### config.mk
export PLATFORM = sky130hd
export DESIGN_NAME = ppio_iface
export DESIGN_NICKNAME = d
export VERILOG_FILES = /design/src/rtl/ppio_pkg.sv /design/src/rtl/ppio_bus_ctl.sv /design/src/rtl/ppio_in_chan.sv /design/src/rtl/ppio_out_chan.sv /design/src/rtl/ppio_iface.sv
export SDC_FILE = /design/constraint.sdc
export NUM_CORES = 1
export LEC_CHECK = 0
export BUFFER_PORTS_ARGS = -buffer_cell sky130_fd_sc_hd__buf_4
export CELL_PAD_IN_SITES_DETAIL_PLACEMENT = 1
export CELL_PAD_IN_SITES_GLOBAL_PLACEMENT = 2
export CORE_MARGIN = 2
export CORE_UTILIZATION = 29
export CTS_CLUSTER_DIAMETER = 30
export CTS_CLUSTER_SIZE = 40
export DETAILED_ROUTE_END_ITERATION = 8
export GPL_TIMING_DRIVEN = 0
export PLACE_DENSITY_LB_ADDON = 0.1
export SYNTH_ARGS = -nofsm -noshare
export SYNTH_HDL_FRONTEND = slang
export SYNTH_HIERARCHICAL = 1
export SYNTH_SLANG_ARGS = --single-unit
### constraint.sdc
create_clock -name clk -period 6 [get_ports clk]
set_input_delay 1.2 -clock clk [delete_from_list [all_inputs] [get_ports clk]]
set_output_delay 1.2 -clock clk [all_outputs]
set_load 0.01 [all_outputs]
### src/rtl/ppio_pkg.sv
package ppio_pkg;
  localparam int OFS_W = 2;

  typedef enum logic [OFS_W-1:0] {
    OFS_DIN  = 2'd0,
    OFS_DOUT = 2'd1,
    OFS_STAT = 2'd2,
    OFS_RSVD = 2'd3
  } reg_ofs_e;

  localparam int STAT_SIN  = 0;
  localparam int STAT_SOUT = 1;
  localparam int STAT_OVR  = 2;
  localparam int STAT_BITS = 3;
endpackage

### src/rtl/ppio_bus_ctl.sv
module ppio_bus_ctl
  import ppio_pkg::*;
#(
  parameter int          ADDR_W    = 8,
  parameter int unsigned BASE_ADDR = 32'h40
) (
  input  logic              clk,
  input  logic              rst,
  input  logic [ADDR_W-1:0] addr,
  input  logic              mrdy,
  output logic              srdy,
  output logic              acc,
  output reg_ofs_e          ofs
);
  localparam logic [ADDR_W-1:0] BASE_VEC = ADDR_W'(BASE_ADDR);
  localparam int                TAG_W    = ADDR_W - OFS_W;

  logic hit;
  logic srdy_q;

  assign hit  = (addr[ADDR_W-1:OFS_W] == BASE_VEC[ADDR_W-1:OFS_W]);
  assign ofs  = reg_ofs_e'(addr[OFS_W-1:0]);
  // A new access begins only on the first request cycle before the acknowledge
  assign acc  = mrdy && hit && !srdy_q;
  assign srdy = srdy_q;

  always_ff @(posedge clk) begin
    if (rst) begin
      srdy_q <= 1'b0;
    end else if (!mrdy) begin
      srdy_q <= 1'b0;
    end else if (acc) begin
      srdy_q <= 1'b1;
    end
  end

  if (TAG_W < 1) begin : g_bad_width
    initial $error("ADDR_W must exceed the offset width");
  end
endmodule

### src/rtl/ppio_in_chan.sv
module ppio_in_chan #(
  parameter int DATA_W = 8
) (
  input  logic              clk,
  input  logic              rst,
  input  logic              strobe,
  input  logic [DATA_W-1:0] char_in,
  input  logic              rd_data,
  input  logic              rd_stat,
  output logic [DATA_W-1:0] din,
  output logic              full,
  output logic              ovr
);
  logic [DATA_W-1:0] din_q;
  logic              full_q;
  logic              ovr_q;

  always_ff @(posedge clk) begin
    if (rst) begin
      din_q  <= '0;
      full_q <= 1'b0;
      ovr_q  <= 1'b0;
    end else begin
      if (strobe) begin
        din_q <= char_in;
      end
      // a fresh character wins over the clearing read
      if (strobe) begin
        full_q <= 1'b1;
      end else if (rd_data) begin
        full_q <= 1'b0;
      end
      // overrun only if the old character was never consumed
      if (strobe && full_q && !rd_data) begin
        ovr_q <= 1'b1;
      end else if (rd_stat) begin
        ovr_q <= 1'b0;
      end
    end
  end

  assign din  = din_q;
  assign full = full_q;
  assign ovr  = ovr_q;
endmodule

### src/rtl/ppio_out_chan.sv
module ppio_out_chan #(
  parameter int DATA_W = 8
) (
  input  logic              clk,
  input  logic              rst,
  input  logic              wr_en,
  input  logic [DATA_W-1:0] wr_data,
  input  logic              dev_idle,
  output logic [DATA_W-1:0] dev_data,
  output logic              dev_valid,
  output logic              ready
);
  logic [DATA_W-1:0] data_q;
  logic              valid_q;
  logic              ready_q;

  always_ff @(posedge clk) begin
    if (rst) begin
      data_q  <= '0;
      valid_q <= 1'b0;
      ready_q <= 1'b1;
    end else begin
      valid_q <= wr_en;
      if (wr_en) begin
        data_q  <= wr_data;
        ready_q <= 1'b0;
      end else if (!ready_q && !valid_q && dev_idle) begin
        ready_q <= 1'b1;
      end
    end
  end

  assign dev_data  = data_q;
  assign dev_valid = valid_q;
  assign ready     = ready_q;
endmodule

### src/rtl/ppio_iface.sv
module ppio_iface
  import ppio_pkg::*;
#(
  parameter int          DATA_W    = 8,
  parameter int          ADDR_W    = 8,
  parameter int unsigned BASE_ADDR = 32'h40
) (
  input  logic              clk,
  input  logic              rst,
  input  logic [ADDR_W-1:0] bus_addr,
  input  logic              bus_rnw,
  input  logic [DATA_W-1:0] bus_wdata,
  input  logic              bus_mrdy,
  output logic [DATA_W-1:0] bus_rdata,
  output logic              bus_srdy,
  input  logic              kbd_valid,
  input  logic [DATA_W-1:0] kbd_char,
  output logic [DATA_W-1:0] prn_data,
  output logic              prn_valid,
  input  logic              prn_idle
);
  logic              acc;
  reg_ofs_e          ofs;
  logic              rd_din;
  logic              rd_stat;
  logic              wr_dout;
  logic [DATA_W-1:0] din_q;
  logic              sin_q;
  logic              sout_q;
  logic              ovr_q;
  logic [DATA_W-1:0] stat_w;
  logic [DATA_W-1:0] rdata_q;

  ppio_bus_ctl #(
    .ADDR_W   (ADDR_W),
    .BASE_ADDR(BASE_ADDR)
  ) u_bus (
    .clk (clk),
    .rst (rst),
    .addr(bus_addr),
    .mrdy(bus_mrdy),
    .srdy(bus_srdy),
    .acc (acc),
    .ofs (ofs)
  );

  assign rd_din  = acc &&  bus_rnw && (ofs == OFS_DIN);
  assign rd_stat = acc &&  bus_rnw && (ofs == OFS_STAT);
  assign wr_dout = acc && !bus_rnw && (ofs == OFS_DOUT);

  ppio_in_chan #(.DATA_W(DATA_W)) u_in (
    .clk    (clk),
    .rst    (rst),
    .strobe (kbd_valid),
    .char_in(kbd_char),
    .rd_data(rd_din),
    .rd_stat(rd_stat),
    .din    (din_q),
    .full   (sin_q),
    .ovr    (ovr_q)
  );

  ppio_out_chan #(.DATA_W(DATA_W)) u_out (
    .clk      (clk),
    .rst      (rst),
    .wr_en    (wr_dout),
    .wr_data  (bus_wdata),
    .dev_idle (prn_idle),
    .dev_data (prn_data),
    .dev_valid(prn_valid),
    .ready    (sout_q)
  );

  always_comb begin
    stat_w            = '0;
    stat_w[STAT_SIN]  = sin_q;
    stat_w[STAT_SOUT] = sout_q;
    stat_w[STAT_OVR]  = ovr_q;
  end

  always_ff @(posedge clk) begin
    if (rst) begin
      rdata_q <= '0;
    end else if (acc && bus_rnw) begin
      unique case (ofs)
        OFS_DIN:  rdata_q <= din_q;
        OFS_STAT: rdata_q <= stat_w;
        default:  rdata_q <= '0;
      endcase
    end
  end

  assign bus_rdata = rdata_q;

  if (DATA_W < STAT_BITS) begin : g_bad_data
    initial $error("DATA_W too small for the status word");
  end
endmodule

# Yosys cells after proc, flatten, opt, wreduce, memory -nomap -nowiden
# Index checks and enable logic that the tools add are counted.
# classes
eq_ne	3
n_bitwise	1
muxes	7
reduce_logical	21
# op_table
cell	count
$pmux 8 s2	1
$logic_and 1x1->1	11
$eq 6x5->1 const B	1
$mux 1	6
$reduce_bool 2->1	3
$logic_not 1->1	5
$eq 2x1->1 const B	1
$eq 2x2->1 const B	1
$logic_not 2->1	1
$reduce_or 2->1	1
$not 1->1	1
# totals
out_inout_bits	18
elab_cells	40
ff_bits	29
in_bits	30

# Logic depth before layout (Yosys ltp)
# depth
ltp_word	8
mapped_depth	6
ltp_nobuf	6

# Hierarchy
# Netlist, hierarchy kept.
# by_module_without_submodules
module	cells_each	instances	seq_area_each_um2	area_each_um2
ppio_in_chan	33	1	200.2	362.8
ppio_out_chan	32	1	200.2	349.1
ppio_iface	33	1	160.2	337.8
ppio_bus_ctl	9	1	20.0	86.3

# Worst setup path after synthesis
# No wires, ideal clock.
# synth_path
kind	input to register
start	input bus_addr[3]
end	register u_out.ready_q, in the netlist u_out/ready
setup_time_ns	0.122
path_stages	6
required_ns	5.878
setup_slack_ns	3.001
n_path_buf	1
arrival_ns	2.877
path_cell_list	or4b_1 nor4_2 nor4bb_1 buf_6 nor2_2 a221o_1
# synth_via
elab_chain_len	6
word_cells_on_any_way	7
classes_between	eq/ne: 1; mux: 1; reduce/logical: 5
# synth_rtl
item	line_no	text
start, declared	ppio_iface.sv:10	input logic [ADDR_W-1:0] bus_addr,
$eq 6x5->1 (*)	ppio_bus_ctl.sv:21	assign hit = (addr[ADDR_W-1:OFS_W] == BASE_VEC[ADDR_W-1:OFS_W]);
$logic_and 1x1->1 (*) (2 in series)	ppio_bus_ctl.sv:24	assign acc = mrdy && hit && !srdy_q;
via acc	ppio_iface.sv:22	logic acc;
$logic_and 1x1->1 (*) (2 in series)	ppio_iface.sv:49	assign wr_dout = acc && !bus_rnw && (ofs == OFS_DOUT);
via wr_dout	ppio_iface.sv:26	logic wr_dout;
$mux 1 or $reduce_bool 2->1 (tied branches)	-	
end signal, assigned	ppio_out_chan.sv:21	ready_q <= 1'b1;
end signal, assigned	ppio_out_chan.sv:26	ready_q <= 1'b0;
end signal, assigned	ppio_out_chan.sv:28	ready_q <= 1'b1;
end, declared	ppio_out_chan.sv:15	logic ready_q;
# Mark *: on every way through the listed nets, which the timed path passes. The rest lies on a longest branch.
# A chain may end at the register's enable or synchronous reset.

# Worst setup path after layout
# Same ends and word-level chain as after synthesis.

==> results by group <==
Synthesis
  • EDFF count, synth: 0
  • Post-synthesis mux area share: 0.141
  • Async set-reset flop share out of synthesis: 0
  • Area contributors post-synth: dfxtp_1 (51%), mux2i_1 (14%), nor2_1 (7.3%)
  • Library cells used by synthesis: 25
  • Sequential area share after synthesis: 0.511
  • Cells after Synth: 107
  • Synth Area in Compound Gates: 0.0925
  • Mapped Area: 0.00114 mm²
  • Simple-Gate Fraction of Synth Area: 0.198
  • Area share of the largest cell type after synthesis: 0.511
  • XOR/XNOR Fraction of Synth Area: 0
  • Yosys warnings: 6
  • Avg Inst Size Synth: 10.6 µm²
  • Synth Area in Adders: 0
  • #FFs+latches synth: 29
  • Main combinational cell family by area after synthesis: simple AND/OR/NAND/NOR gates
  • Largest area contributor in the netlist: dfxtp_1
  • Top FF cell, synth: dfxtp_1
  • Post-Syn Nets: 137

Worst setup path
  • Critical path depth: 7
  • Crit path kind: in -> reg
  • WP data arrival: 3.18 ns
  • Critical Path Start: bus_addr[3]
  • Reg2Reg Depth: 6
  • Critical path, cell by cell: buf_4 -> or4b_1 -> nor4_2 -> nor4bb_1 -> buf_6 -> nor2_2 -> a221o_1
  • CP max FO: 10
  • CP Capture Type: flip-flop
  • Max stage delay on crit path: 0.58 ns
  • Crit-path leading delay family: simple AND/OR/NAND/NOR gates
  • Critical path's slowest cell: or4b_1
  • Reg2Reg Setup Slack: 4.08 ns
  • Crit path required time: 6.16 ns
  • CP bufs+invs: 2
  • Setup crit start kind: input pin
  • Worst r2r dst: u_out/ready$_SDFFE_PP1P_
  • FF-to-FF Start: u_bus/srdy$_SDFFE_PP0P_

CTS
  • CTS resizes: 0
  • Clk sinks: 29
  • Skew-Pair Late Insertion Delay: 0.27 ns
  • Root buffer cell: clkbuf_8
  • TritonCTS clock tree: yes
  • Clock buffer depth: 2
  • CTS Hold Bufs: 0
  • Worst-path clk slew: 0.06 ns
  • H-tree lvl count: 2
  • Post CTS Setup Buffer Count: 0
  • Num CTS Buffers: 5

Power
  • Peak supply drop: 0.000117 V
  • P_leak: 0.706 nW
  • Power per cell area: 247 mW/mm²

GRT
  • Vias in the first global route: 964
  • GRT Util Overall: 0.136
  • Largest net degree at the start of global routing: 11
  • First-pass GRT wire length: 4.41 mm
  • Initial antenna violation count: 0
  • Global route overflow: 0

STA
  • Fmax: 331 MHz
  • Slew margin rel.: 0.718
  • Final Slew Violations: 0
  • RSZ-0062 raised after global routing: no
  • Final Hold Viols: 0
  • Tmin final: 3.02 ns
  • Measured slew at the worst slew-check pin: 0.423 ns
  • Setup TNS: 0 ns
  • Fin crit share: 0.503
  • Worst setup margin: 2.98 ns
  • Skew final: 0.00289 ns
  • # setup viols final: 0

Routing
  • Vias per inst: 4.61
  • 1st-iter DRT viols: 19
  • Final WL: 2.75 mm
  • DR vias: 954
  • Total iterations of the first detailed-routing run: 4
  • DRC violations left: 0
  • Detail Route Antenna Nets: 0
  • DR WL/cell: 13.3 µm

Floorplanning
  • Chip width: 66.6 µm
  • Die Y: 66.6 µm
  • Initial Util: 0.306
  • # rows: 22
  • I/O pin count: 48
  • Core area: 0.00372 mm²
  • Die area: 0.00443 mm²

Hold path
  • Hold Path Origin: u_bus/srdy$_SDFFE_PP0P_
  • Hold Path Cell Cnt: 2
  • Tightest Hold Check Type: reg -> reg
  • Hold Path End: u_bus/srdy$_SDFFE_PP0P_

Final layout
  • Register Area: 581 µm²
  • Final nets: 188
  • # diodes: 0
  • Share of cells above drive strength 1: 0.409
  • Synth-to-Final Area Change: 43.3%
  • Fill count: 439
  • Area of the multi-input gates: 490 µm²

Placement
  • RePlAce Congestion: 0.735
  • Dpl hpwl: 2.09 mm
  • Pre-CTS WS: 2.71 ns
  • Port bufs: 44

Outcome
  • Status: complete, no violations

Job
  • MaxCap Viol Count: 0
synthesized netlist by cell type, types with 2 or more instances:
| library cell | n |
|---|---|
| or4b_1 | 2 |
| and2_1 | 3 |
| a221o_1 | 4 |
| buf_4 | 3 |
| a22oi_1 | 5 |
| buf_6 | 2 |
| nand2b_1 | 2 |
| mux2i_1 | 16 |
| inv_2 | 2 |
| clkbuf_1 | 2 |
| nor4bb_1 | 2 |
| nor2_1 | 22 |
| dfxtp_1 | 29 |
| a21oi_1 | 2 |
per-layer routing:
layer	vias up	part of all wire	track usage
met5	-	0	0
met3	2	0.057	0.0557
li1	475	-	-
met4	0	0.0073	0.0459
met2	28	0.50	0.225
met1	449	0.44	0.158
flip-flops by register name, summed over array words and instances (netlist names):
| register | flops |
|---|---|
| bus_rdata | 8 |
| u_bus/srdy | 1 |
| u_in/din | 8 |
| u_in/full | 1 |
| u_in/ovr | 1 |
| u_out/dev_data | 8 |
| u_out/dev_valid | 1 |
| u_out/ready | 1 |
placed cells by master (no fill, tap or decap), types with 2 or more instances in the layout:
master / n
buf_6: 2
clkbuf_1: 2
dfxtp_1: 29
mux2i_1: 16
clkbuf_8: 7
buf_4: 47
nor2_1: 22
nand2b_1: 2
a221o_1: 4
nor4bb_1: 2
or4b_1: 2
inv_2: 2
a22oi_1: 5
and2_1: 3
a21oi_1: 2
worst max-delay path by stage:
stage          slack, ns                        to
2_1_floorplan       3.00  u_out/ready$_SDFFE_PP1P_
4_1_cts             2.99  u_out/ready$_SDFFE_PP1P_
3_3_place_gp        2.76  u_out/ready$_SDFFE_PP1P_
5_1_grt             2.86  u_out/ready$_SDFFE_PP1P_
6_report            2.98  u_out/ready$_SDFFE_PP1P_
3_5_place_dp        2.71  u_out/ready$_SDFFE_PP1P_
cell families (layout without fill, tap and decap cells):
family / Yosys count / in the layout
and+or+nand+nor: 39 / 39
DFF: 29 / 29
muxes: 16 / 16
AOI/OAI and AO/OA: 13 / 13
buffers and inverters: 10 / 62
power by group:
part | total [mW] | leakage [nW] | switching, mW | internal, mW
sequential | 0.199 | 0.236 | 0.00233 | 0.197
combinational | 0.0305 | 0.416 | 0.0123 | 0.0182
clock | 0.173 | 0.0542 | 0.0697 | 0.103
worst reg2reg max path, delay by kind of cell (launching register included):
kind | cells | cell delay [ns]
simple gates | 4 | 0.97
flops | 1 | 0.32
buf+inv | 1 | 0.23
compound gates | 1 | 0.30
per-stage QoR:
| stage | utilization | hold WS (ns) | power, mW | instances | area, µm² |
|---|---|---|---|---|---|
| floorplan | - | 0.446 | 0.216 | 107 | 1140 |
| global placement | 0.411 | 0.474 | 0.233 | 199 | 1530 |
| detailed placement | 0.411 | 0.479 | 0.234 | 199 | 1530 |
| CTS | 0.438 | 0.492 | 0.409 | 207 | 1630 |
| global route | 0.438 | 0.519 | 0.425 | 207 | 1630 |
| finish | 0.438 | 0.490 | 0.403 | 207 | 1630 |
cell type report:
| type | instances | area share |
|---|---|---|
| buffer | 8 | 0.0354 |
| clock buffer | 7 | 0.0592 |
| clock inverter | 1 | 0.00307 |
| inverter | 2 | 0.00461 |
| multi-input combinational | 68 | 0.301 |
| sequential | 29 | 0.357 |
| tap | 48 | 0.0369 |
| timing repair buffer | 44 | 0.203 |
(Power assumes the default switching activity.)
